### src/rtl/pic_cmd_pkg.sv
package pic_cmd_pkg;

  // Initialization progress
  typedef enum logic [1:0] {
    ST_NORM = 2'd0,
    ST_BASE = 2'd1,
    ST_CASC = 2'd2,
    ST_MODE = 2'd3
  } init_step_t;

  // Operational command codes, bits 7:5 of an address-0 command byte
  typedef enum logic [2:0] {
    OP_ROT_CLR = 3'd0,
    OP_EOI     = 3'd1,
    OP_NOP     = 3'd2,
    OP_SEOI    = 3'd3,
    OP_ROT_SET = 3'd4,
    OP_REOI    = 3'd5,
    OP_SETPRI  = 3'd6,
    OP_RSEOI   = 3'd7
  } op_code_t;

  // Decoded address-0 write
  typedef struct packed {
    logic     is_init;
    logic     is_mode;
    logic     is_op;
    op_code_t op;
    logic     want4;
    logic     poll_arm;
    logic     sel_we;
    logic     sel_val;
    logic     smm_we;
    logic     smm_val;
  } cmd_t;

endpackage

### src/rtl/pic_prio_find.sv
module pic_prio_find #(
  parameter int LINES = 8,
  localparam int LW = $clog2(LINES)
) (
  input  logic [LINES-1:0] mask,
  input  logic [LW-1:0]    off,
  output logic [LW:0]      rank
);
  // rank = distance from off to the first set bit, LINES when none
  always_comb begin
    rank = (LW+1)'(LINES);
    for (int k = LINES - 1; k >= 0; k--) begin
      if (mask[LW'(k) + off]) rank = (LW+1)'(k);
    end
  end
endmodule

### src/rtl/pic_cmd_decode.sv
module pic_cmd_decode
  import pic_cmd_pkg::*;
(
  input  logic [7:0] data,
  output cmd_t       cmd
);
  always_comb begin
    cmd.is_init  = data[4];
    cmd.is_mode  = !data[4] && data[3];
    cmd.is_op    = !data[4] && !data[3];
    cmd.op       = op_code_t'(data[7:5]);
    cmd.want4    = data[0];
    cmd.poll_arm = data[2];
    cmd.sel_we   = data[1];
    cmd.sel_val  = data[0];
    cmd.smm_we   = data[6];
    cmd.smm_val  = data[5];
  end
endmodule

### src/rtl/pic_cmd_unit.sv
module pic_cmd_unit
  import pic_cmd_pkg::*;
#(
  parameter int LINES = 8,
  parameter int DW    = 8
) (
  input  logic          clk,
  input  logic          rst_n,
  input  logic          bus_a0,
  input  logic          bus_wr,
  input  logic          bus_rd,
  input  logic [DW-1:0] bus_wdata,
  output logic [DW-1:0] bus_rdata,
  input  logic [LINES-1:0] pend_i,
  input  logic [LINES-1:0] lvl_i,
  output logic [LINES-1:0] pend_clr_o,
  input  logic          ack_i,
  output logic [DW-1:0] ack_vec_o,
  output logic          irq_o,
  output logic          nested_mode_o,
  output logic          spec_mask_o
);
  localparam int LW = $clog2(LINES);
  localparam int BW = DW - LW;
  localparam logic [LW:0] NONE = (LW+1)'(LINES);

  // state
  logic [LINES-1:0] imr_q, isr_q;
  logic [BW-1:0]    base_q;
  logic [LW-1:0]    off_q;
  init_step_t       step_q;
  logic want4_q, aeoi_q, rot_aeoi_q, nest_q, smm_q, rsel_q, poll_q, irq_q;

  // strobe arbitration
  logic do_wr, do_rd, do_ack, poll_rd;
  assign do_wr   = bus_wr;
  assign do_rd   = bus_rd && !bus_wr;
  assign do_ack  = ack_i && !bus_wr && !bus_rd;
  assign poll_rd = do_rd && poll_q;

  cmd_t cmd;
  pic_cmd_decode u_dec (.data(bus_wdata), .cmd(cmd));

  logic cmd_wr, init_wr;
  assign cmd_wr  = do_wr && !bus_a0;
  assign init_wr = cmd_wr && cmd.is_init;

  // priority resolution
  logic [LINES-1:0] req;
  logic [LW:0]      req_rank, isr_rank;
  assign req = pend_i & ~imr_q;

  pic_prio_find #(.LINES(LINES)) u_req_rank (.mask(req),   .off(off_q), .rank(req_rank));
  pic_prio_find #(.LINES(LINES)) u_isr_rank (.mask(isr_q), .off(off_q), .rank(isr_rank));

  logic          win_ok, isr_any;
  logic [LW-1:0] win_line, isr_top;
  assign win_ok   = (req_rank != NONE) && (req_rank < isr_rank);
  assign win_line = req_rank[LW-1:0] + off_q;
  assign isr_any  = (isr_rank != NONE);
  assign isr_top  = isr_rank[LW-1:0] + off_q;

  logic [LW-1:0] resp_line;
  assign resp_line = win_ok ? win_line : {LW{1'b1}};

  // combinational outputs
  always_comb begin
    if (poll_q)      bus_rdata = {{BW{1'b0}}, resp_line};
    else if (bus_a0) bus_rdata = DW'(imr_q);
    else if (rsel_q) bus_rdata = DW'(isr_q);
    else             bus_rdata = DW'(pend_i);
  end

  assign ack_vec_o = {base_q, resp_line};

  always_comb begin
    pend_clr_o = '0;
    if (poll_rd && win_ok) pend_clr_o[win_line] = 1'b1;
    else if (do_ack && win_ok && !lvl_i[win_line]) pend_clr_o[win_line] = 1'b1;
  end

  assign irq_o         = irq_q;
  assign nested_mode_o = nest_q;
  assign spec_mask_o   = smm_q;

  // register updates
  always_ff @(posedge clk) begin
    if (!rst_n) begin
      imr_q <= '0; isr_q <= '0; base_q <= '0; off_q <= '0;
      step_q <= ST_NORM; want4_q <= 1'b0; aeoi_q <= 1'b0;
      rot_aeoi_q <= 1'b0; nest_q <= 1'b0; smm_q <= 1'b0;
      rsel_q <= 1'b0; poll_q <= 1'b0; irq_q <= 1'b0;
    end else begin
      irq_q <= (step_q == ST_NORM) && win_ok && !init_wr;
      if (init_wr) begin
        imr_q <= '0; isr_q <= '0; base_q <= '0; off_q <= '0;
        aeoi_q <= 1'b0; rot_aeoi_q <= 1'b0; nest_q <= 1'b0;
        smm_q <= 1'b0; rsel_q <= 1'b0; poll_q <= 1'b0;
        want4_q <= cmd.want4;
        step_q <= ST_BASE;
      end else if (cmd_wr && cmd.is_mode) begin
        if (cmd.poll_arm) poll_q <= 1'b1;
        if (cmd.sel_we)   rsel_q <= cmd.sel_val;
        if (cmd.smm_we)   smm_q  <= cmd.smm_val;
      end else if (cmd_wr && cmd.is_op) begin
        unique case (cmd.op)
          OP_ROT_CLR: rot_aeoi_q <= 1'b0;
          OP_ROT_SET: rot_aeoi_q <= 1'b1;
          OP_EOI: if (isr_any) isr_q[isr_top] <= 1'b0;
          OP_REOI: if (isr_any) begin
            isr_q[isr_top] <= 1'b0;
            off_q <= isr_top + LW'(1);
          end
          OP_SEOI: isr_q[bus_wdata[LW-1:0]] <= 1'b0;
          OP_SETPRI: off_q <= bus_wdata[LW-1:0] + LW'(1);
          OP_RSEOI: begin
            isr_q[bus_wdata[LW-1:0]] <= 1'b0;
            off_q <= bus_wdata[LW-1:0] + LW'(1);
          end
          default: ;
        endcase
      end else if (do_wr && bus_a0) begin
        unique case (step_q)
          ST_NORM: imr_q <= bus_wdata[LINES-1:0];
          ST_BASE: begin
            base_q <= bus_wdata[DW-1:LW];
            step_q <= ST_CASC;
          end
          ST_CASC: step_q <= want4_q ? ST_MODE : ST_NORM;
          ST_MODE: begin
            nest_q <= bus_wdata[4];
            aeoi_q <= bus_wdata[1];
            step_q <= ST_NORM;
          end
          default: step_q <= ST_NORM;
        endcase
      end else if (poll_rd) begin
        poll_q <= 1'b0;
        if (win_ok) isr_q[win_line] <= 1'b0;
      end else if (do_ack && win_ok) begin
        if (aeoi_q) begin
          if (rot_aeoi_q) off_q <= win_line + LW'(1);
        end else begin
          isr_q[win_line] <= 1'b1;
        end
      end
    end
  end

  // assertions
  p_irq_quiet_r2: assert property (@(posedge clk) disable iff (!rst_n)
    init_wr |=> !irq_o);

  p_irq_follows_r6: assert property (@(posedge clk) disable iff (!rst_n)
    (step_q == ST_NORM && win_ok && !init_wr) |=> irq_o);

  p_ack_sets_isr_r7: assert property (@(posedge clk) disable iff (!rst_n)
    (do_ack && win_ok && !aeoi_q) |=> isr_q[$past(win_line)]);

  p_aeoi_keeps_isr_r8: assert property (@(posedge clk) disable iff (!rst_n)
    (do_ack && aeoi_q) |=> $stable(isr_q));

  p_rot_offset_r10: assert property (@(posedge clk) disable iff (!rst_n)
    (cmd_wr && cmd.is_op && cmd.op == OP_RSEOI)
      |=> off_q == $past(bus_wdata[LW-1:0]) + LW'(1));

  p_poll_once_r11: assert property (@(posedge clk) disable iff (!rst_n)
    poll_rd |=> !poll_q);

  p_clr_onehot_r11: assert property (@(posedge clk) disable iff (!rst_n)
    $onehot0(pend_clr_o));

endmodule

### config.mk
export PLATFORM = sky130hd
export DESIGN_NAME = pic_cmd_unit
export DESIGN_NICKNAME = d
export VERILOG_FILES = /design/src/rtl/pic_cmd_pkg.sv /design/src/rtl/pic_prio_find.sv /design/src/rtl/pic_cmd_decode.sv /design/src/rtl/pic_cmd_unit.sv
export SDC_FILE = /design/constraint.sdc
export NUM_CORES = 1
export LEC_CHECK = 0
export BUFFER_PORTS_ARGS = -buffer_cell sky130_fd_sc_hd__buf_2
export CAP_MARGIN = 20
export CORE_UTILIZATION = 60
export DETAILED_ROUTE_END_ITERATION = 7
export PLACE_DENSITY = 0.94
export SYNTH_ARGS = -nofsm -noshare
export SYNTH_HDL_FRONTEND = slang
export SYNTH_SLANG_ARGS = --single-unit
### constraint.sdc
create_clock -name clk -period 25.5 [get_ports clk]
set_input_delay 7.65 -clock clk [delete_from_list [all_inputs] [get_ports clk]]
set_output_delay 7.65 -clock clk [all_outputs]
set_load 0.01 [all_outputs]
-- After elaboration in Yosys (flattened, before gate mapping)
Cells that the tools add are included.
- bits in registers: 34
- bits of input ports: 30
- logic and storage cells: 220
- $add $sub $neg: 12
- magnitude comparators: 15
- eq/ne operators: 24
- mux-type cells: 90
- bitwise operators: 12
- reduce and logical (&&, ||, !) cells: 53
- operators by type and width (kind ; number):
    2-to-1 mux 8 bit ; 12
    2-to-1 mux 4 bit ; 16
    binary-select mux 1 bit (select 3 bit) ; 17
    < comparator 3 x 4 -> 1 bit, second input constant ; 11
    AND 8 bit ; 4
    NOT 8 bit ; 4
    2-to-1 mux 1 bit ; 29
    2-to-1 mux 3 bit ; 8
    AND reduction 4 bit ; 6
    logical AND 1 bit ; 20
    case mux 8 bit (2 select lines) ; 1
    adder 3 bit, first input constant ; 4
    == test 3 bit, second input constant ; 4
    != test 2 bit, second input constant ; 6
    nonzero test 2 bit ; 6
    adder 3 x 1 -> 3 bit, second input constant ; 3
    demux 1 bit (select 3 bit) ; 3
    >= comparator 3 x 1 -> 1 bit, second input constant ; 3
    != test 3 bit, second input constant ; 3
    != test 4 bit, second input constant ; 2
    bitwise OR 8 bit ; 1
    AND reduction 8 bit ; 1
    OR reduction 2 bit ; 4
    logical NOT 1 bit ; 7
    other kinds (23) ; 31

-- Depth between registers and ports, before layout
- depth in word-level cells: 23
- gate-level depth with buffers: 21
- gate-level depth less buffers: 19

-- Hierarchy
Synthesis repeated with hierarchy kept, for this count alone.
- cells, all modules: 469
- area, all modules: 4117.7 um2
- modules (own cells, without submodules) (module ; times used ; cells an instance ; area each (um2) ; seq. area each (um2)):
    pic_cmd_unit ; 1 ; 331 ; 2648.8 ; 680.7
    pic_prio_find ; 2 ; 63 ; 688.2 ; 0.0
    pic_cmd_decode ; 1 ; 12 ; 92.6 ; 0.0

-- Least setup slack after synthesis
Ideal clock, no wire load.
- path kind: input to output
- from: in pend_i[1]
- to: out pend_clr_o[0]
- data arrival time: 11.030 ns
- slack: 6.820 ns
- stages: 15
- path buffers: 1
- path through: and4b_1 or4_4 mux2_4 or3_1 nand2_1 ha_1 inv_1 fa_1 xnor2_1 or3_4 and2_1 buf_6 a31oi_4 a31oi_4 nor4_2
- word-level cells in the longest chain between the ends: 18
- elaborated cells on any way between the ends: 42
- RTL lines (element ; RTL line ; text):
    start: declaration ; pic_cmd_unit.sv:14 ; input logic [LINES-1:0] pend_i,
    AND 8 bit (*) ; pic_cmd_unit.sv:51 ; assign req = pend_i & ~imr_q;
    binary-select mux 1 bit (select 3 bit) ; pic_prio_find.sv:13 ; if (mask[LW'(k) + off]) rank = (LW+1)'(k);
    2-to-1 mux 1 bit (implied by the code) ; pic_prio_find.sv:13 ;
    2-to-1 mux 4 bit (7 in series) ; pic_prio_find.sv:13 ;
    2-to-1 mux 4 bit (*) ; pic_prio_find.sv:13 ;
    adder 3 bit ; pic_cmd_unit.sv:59 ; assign win_line = req_rank[LW-1:0] + off_q;
    < comparator 3 x 4 -> 1 bit (implied by the code) (tied with other cells) ; pic_cmd_unit.sv:78, pic_cmd_unit.sv:79 ;
    logical AND 1 bit (implied by the code) / 2-to-1 mux 1 bit (equally long branches) ; pic_cmd_unit.sv:78, pic_cmd_unit.sv:79 ;
    2-to-1 mux 1 bit (implied by the code) / logical NOT 1 bit (equally long branches) ; pic_cmd_unit.sv:78, pic_cmd_unit.sv:79 ;
    demux 1 bit (select 3 bit) / logical AND 1 bit (equally long branches) ; pic_cmd_unit.sv:78, pic_cmd_unit.sv:79 ;
    2-to-1 mux 8 bit ; pic_cmd_unit.sv:79 ; else if (do_ack && win_ok && !lvl_i[win_line]) pend_clr_o[win_line] = 1'b1;
    2-to-1 mux 8 bit (*) ; pic_cmd_unit.sv:78 ; if (poll_rd && win_ok) pend_clr_o[win_line] = 1'b1;
    end: declaration ; pic_cmd_unit.sv:16 ; output logic [LINES-1:0] pend_clr_o,
Every way passes the cells marked *; elsewhere a longest branch is shown, timed or not. The select of a mux whose other input is x is not followed.

-- Worst setup path after layout
- from: in pend_i[1]
- to: out bus_rdata[1]
- word-level cells in the longest chain between the ends: 15
- elaborated cells on any way between the ends: 33
- RTL lines (element ; RTL line ; text):
    AND 8 bit ; pic_cmd_unit.sv:51 ;
    binary-select mux 1 bit (select 3 bit) ; pic_prio_find.sv:13 ;
    2-to-1 mux 1 bit (implied by the code) ; pic_prio_find.sv:13 ;
    2-to-1 mux 4 bit (8 in series) ; pic_prio_find.sv:13 ;
    < comparator 4 bit / != test 4 bit (equally long branches) ; pic_cmd_unit.sv:58 ; assign win_ok = (req_rank != NONE) && (req_rank < isr_rank);
    logical AND 1 bit ; pic_cmd_unit.sv:58 ;
    2-to-1 mux 3 bit ; pic_cmd_unit.sv:64 ; assign resp_line = win_ok ? win_line : {LW{1'b1}};
    2-to-1 mux 8 bit (*) ; pic_cmd_unit.sv:68 ; if (poll_q) bus_rdata = {{BW{1'b0}}, resp_line};
    end: declaration ; pic_cmd_unit.sv:13 ; output logic [DW-1:0] bus_rdata,
Marks and branches as above.

==> summary.txt <==
Yosys
  • Seq cells post-synth: 34
  • Mux contribution to synthesized area: 22.9%
  • YS warnings: 0
  • EDFF count, synth: 0
  • Synthesized area per cell: 8.19 um2
  • Xor/xnor share of the synthesized area: 1.70%
  • Yosys cell types: 66
  • Syn Std Cell Area: 0.00352 mm2
  • Fraction of registers with async set/reset: 0%
  • Complex-gate fraction of the synthesized area: 18.4%
  • Mapped Cells: 430
  • Post-synthesis adder-cell area fraction: 5.40%
  • Syn_nets: 474
  • Main combinational cell family by area after synthesis: simple AND/OR/NAND/NOR gates
  • Post-synth top flop: dfxtp_1
  • Synth Area in Simple Gates: 27.6%
  • Post-synthesis sequential area ratio: 19.3%

Worst setup path
  • Required time of the critical path: 17.85 ns
  • Crit Path Category: primary input to primary output
  • Top fanout value on the critical path: 13
  • Critical path capture point type: primary output
  • R2R cell count: 14
  • Crit-path slowest cell: nor4b_1
  • WP data arrival: 11.72 ns
  • Crit-path cells: buf_2, and4b_1, or4_4, mux2i_1, nor4b_1, nor2_1, ha_1, a21o_1, a221oi_1, and2_1, nand2_1, mux2_2, buf_2
  • Largest stage delay, worst path: 0.78 ns
  • CP most frequent cell: buf_2
  • Setup crit start kind: primary input

Drt
  • DR DRC count: 0
  • Routed vias: 3751
  • Routed WL: 10.5 mm
  • Initial DRC count: 422
  • DRT Pass-1 Iters: 6
  • Avg WL per Cell: 19.2 um
  • Routed Antenna Nets: 0
  • Avg Vias per Cell: 6.88

STA
  • F_max: 51.6 MHz
  • Min Tclk post-route: 19.37 ns
  • Worst clock skew: 0.00457 ns
  • Max transition margin: 38.2%
  • # setup viols final: 0
  • Worst hold margin: 0.499 ns
  • TNS Setup: 0 ns
  • Worst Tran Pin Value: 0.914 ns
  • Tcrit/Tclk final: 76.0%
  • Final-report hold violation count: 0
  • Slew Viols, Final: 0
  • RSZ-0062 raised after global routing: false

Clock tree
  • TritonCTS buffer count: 5
  • PostCTS Resize Cnt: 0
  • CTS tree: done
  • Worst skew pair latency: 0.29 ns
  • CTS Hold Bufs: 0
  • Max Buffers Root-to-Sink: 2
  • Htree depth: 2
  • Clk sink count: 34
  • Reg clk slew, reported paths: 0.07 ns
  • Setup Buffers After CTS: 0
  • Clock root cell: clkbuf_8

Run
  • # Max-Cap Violations: 0

Power and ir drop
  • Total power draw: 169 uW
  • Leak pwr: 0.00168 uW
  • VDD IR-drop max: 0.0000437 V
  • PD cells: 42.9 mW/mm2

Floorplanning
  • DIE AREA: 0.00618 mm2
  • Core area: 0.00557 mm2
  • Starting Density: 63.2%
  • Rows: 27
  • I/O Pins: 57
  • Die height: 78.6 um
  • Die Wd: 78.6 um

Global routing
  • Total GRT Usage: 34.4%
  • Antenna violations before repair: 0
  • Largest net degree at the start of global routing: 27
  • Vias in the first global route: 3436
  • First-pass GRT wire length: 16.7 mm
  • Global route total overflow: 0

Min path
  • Worst hold path type: register to register
  • Hold Path Cell Cnt: 2

Cells and area
  • Share of post-route cells with drive strength above 1: 22.2%
  • Final Net Count: 516
  • Antenna Diode Count: 0
  • Area delta synth->final: 11.7%
  • Final Util: 70.6%
  • Fillcell total: 420
  • Most common cell after layout, fill and taps aside: nor2_1
  • Commonest cells after routing, fill and taps aside: nor2_1, buf_2, nand2_1, mux2i_1, dfxtp_1

Placed design
  • Buffers on Ports: 56
  • RD Place Congestion: 0.989
  • DPL Wire Length: 7.76 mm

Outcome
  • Status: finished clean
final timing paths:
check	startpoint	end	slack, ns
setup reg to reg	off_q[1]$_SDFFE_PP0P_	register	19.83
hold reg to reg	want4_q$_SDFFE_PN0P_	want4_q$_SDFFE_PN0P_	0.50
setup / recovery	pend_i[1]	bus_rdata[1]	6.13
hold / removal	want4_q$_SDFFE_PN0P_	want4_q$_SDFFE_PN0P_	0.50
cell families (layout without fill, tap and decap cells):
logic type                 after synthesis  count (layout)
muxes                                   60              60
DFF                                     34              34
and+or+nand+nor                        194             194
xor gates and xnor gates                 6               6
AOI/OAI and AO/OA                       85              85
adders and majority gates               14              14
buffers and inverters                   37              80
metrics by stage:
stage / instances / area (um2) / setup WS [ns]
after floorplan: 430 / 3520 / 6.82
after global placement: 537 / 3800 / 6.46
after detailed placement: 537 / 3800 / 6.30
after CTS: 545 / 3940 / 6.28
after global routing: 545 / 3940 / 5.91
final: 545 / 3940 / 6.13
area by class of cell:
type	count	area (um2)	share of cell area, %
Multi-Input combinational cell	359	2680	68.1
Sequential cell	34	681	17.3
Timing Repair Buffer	58	295	7.50
Tap cell	72	90.1	2.29
Clock buffer	5	68.8	1.75
Clock inverter	3	68.8	1.75
Inverter	14	52.6	1.34
critical path: cells and delay by family:
family	cells	cell delay, ns
compound gates	2	0.60
fa+ha+maj	1	0.33
buf+inv	2	0.25
mux	2	0.53
simple gates	6	2.38
Yosys cell counts (4+ instances only):
cell	number	area, um2
nor2_1	65	244
nand2_1	38	143
mux2i_1	35	350
dfxtp_1	34	681
nand3_1	19	95.1
a21oi_1	17	85.1
nand2b_1	15	93.8
mux4_2	14	315
clkbuf_1	13	48.8
inv_1	13	48.8
ha_1	12	150
nor2b_1	11	68.8
nor3_1	10	50.1
mux2_2	9	101
o21ai_0	9	45.0
a211oi_1	8	60.1
a311oi_1	8	70.1
a31oi_1	6	37.5
a41oi_1	5	43.8
and2_1	5	31.3
buf_2	5	25.0
or3_1	5	31.3
and3_1	4	25.0
per-layer routing:
metal	vias to the layer above	wire length, um	GRT usage, %
met3	67	926	5.00
li1	1687	-	-
met5	-	0	0
met4	0	502	15.7
met2	268	5040	59.0
met1	1729	3980	42.2
power by group:
part / leakage [uW] / switching [uW] / internal, uW
Combinational: 0.00133 / 32.3 / 19.0
Clock: 0.0000683 / 21.3 / 39.2
Sequential: 0.000275 / 2.29 / 54.6
No activity file was read; power rests on OpenSTA's default activity.
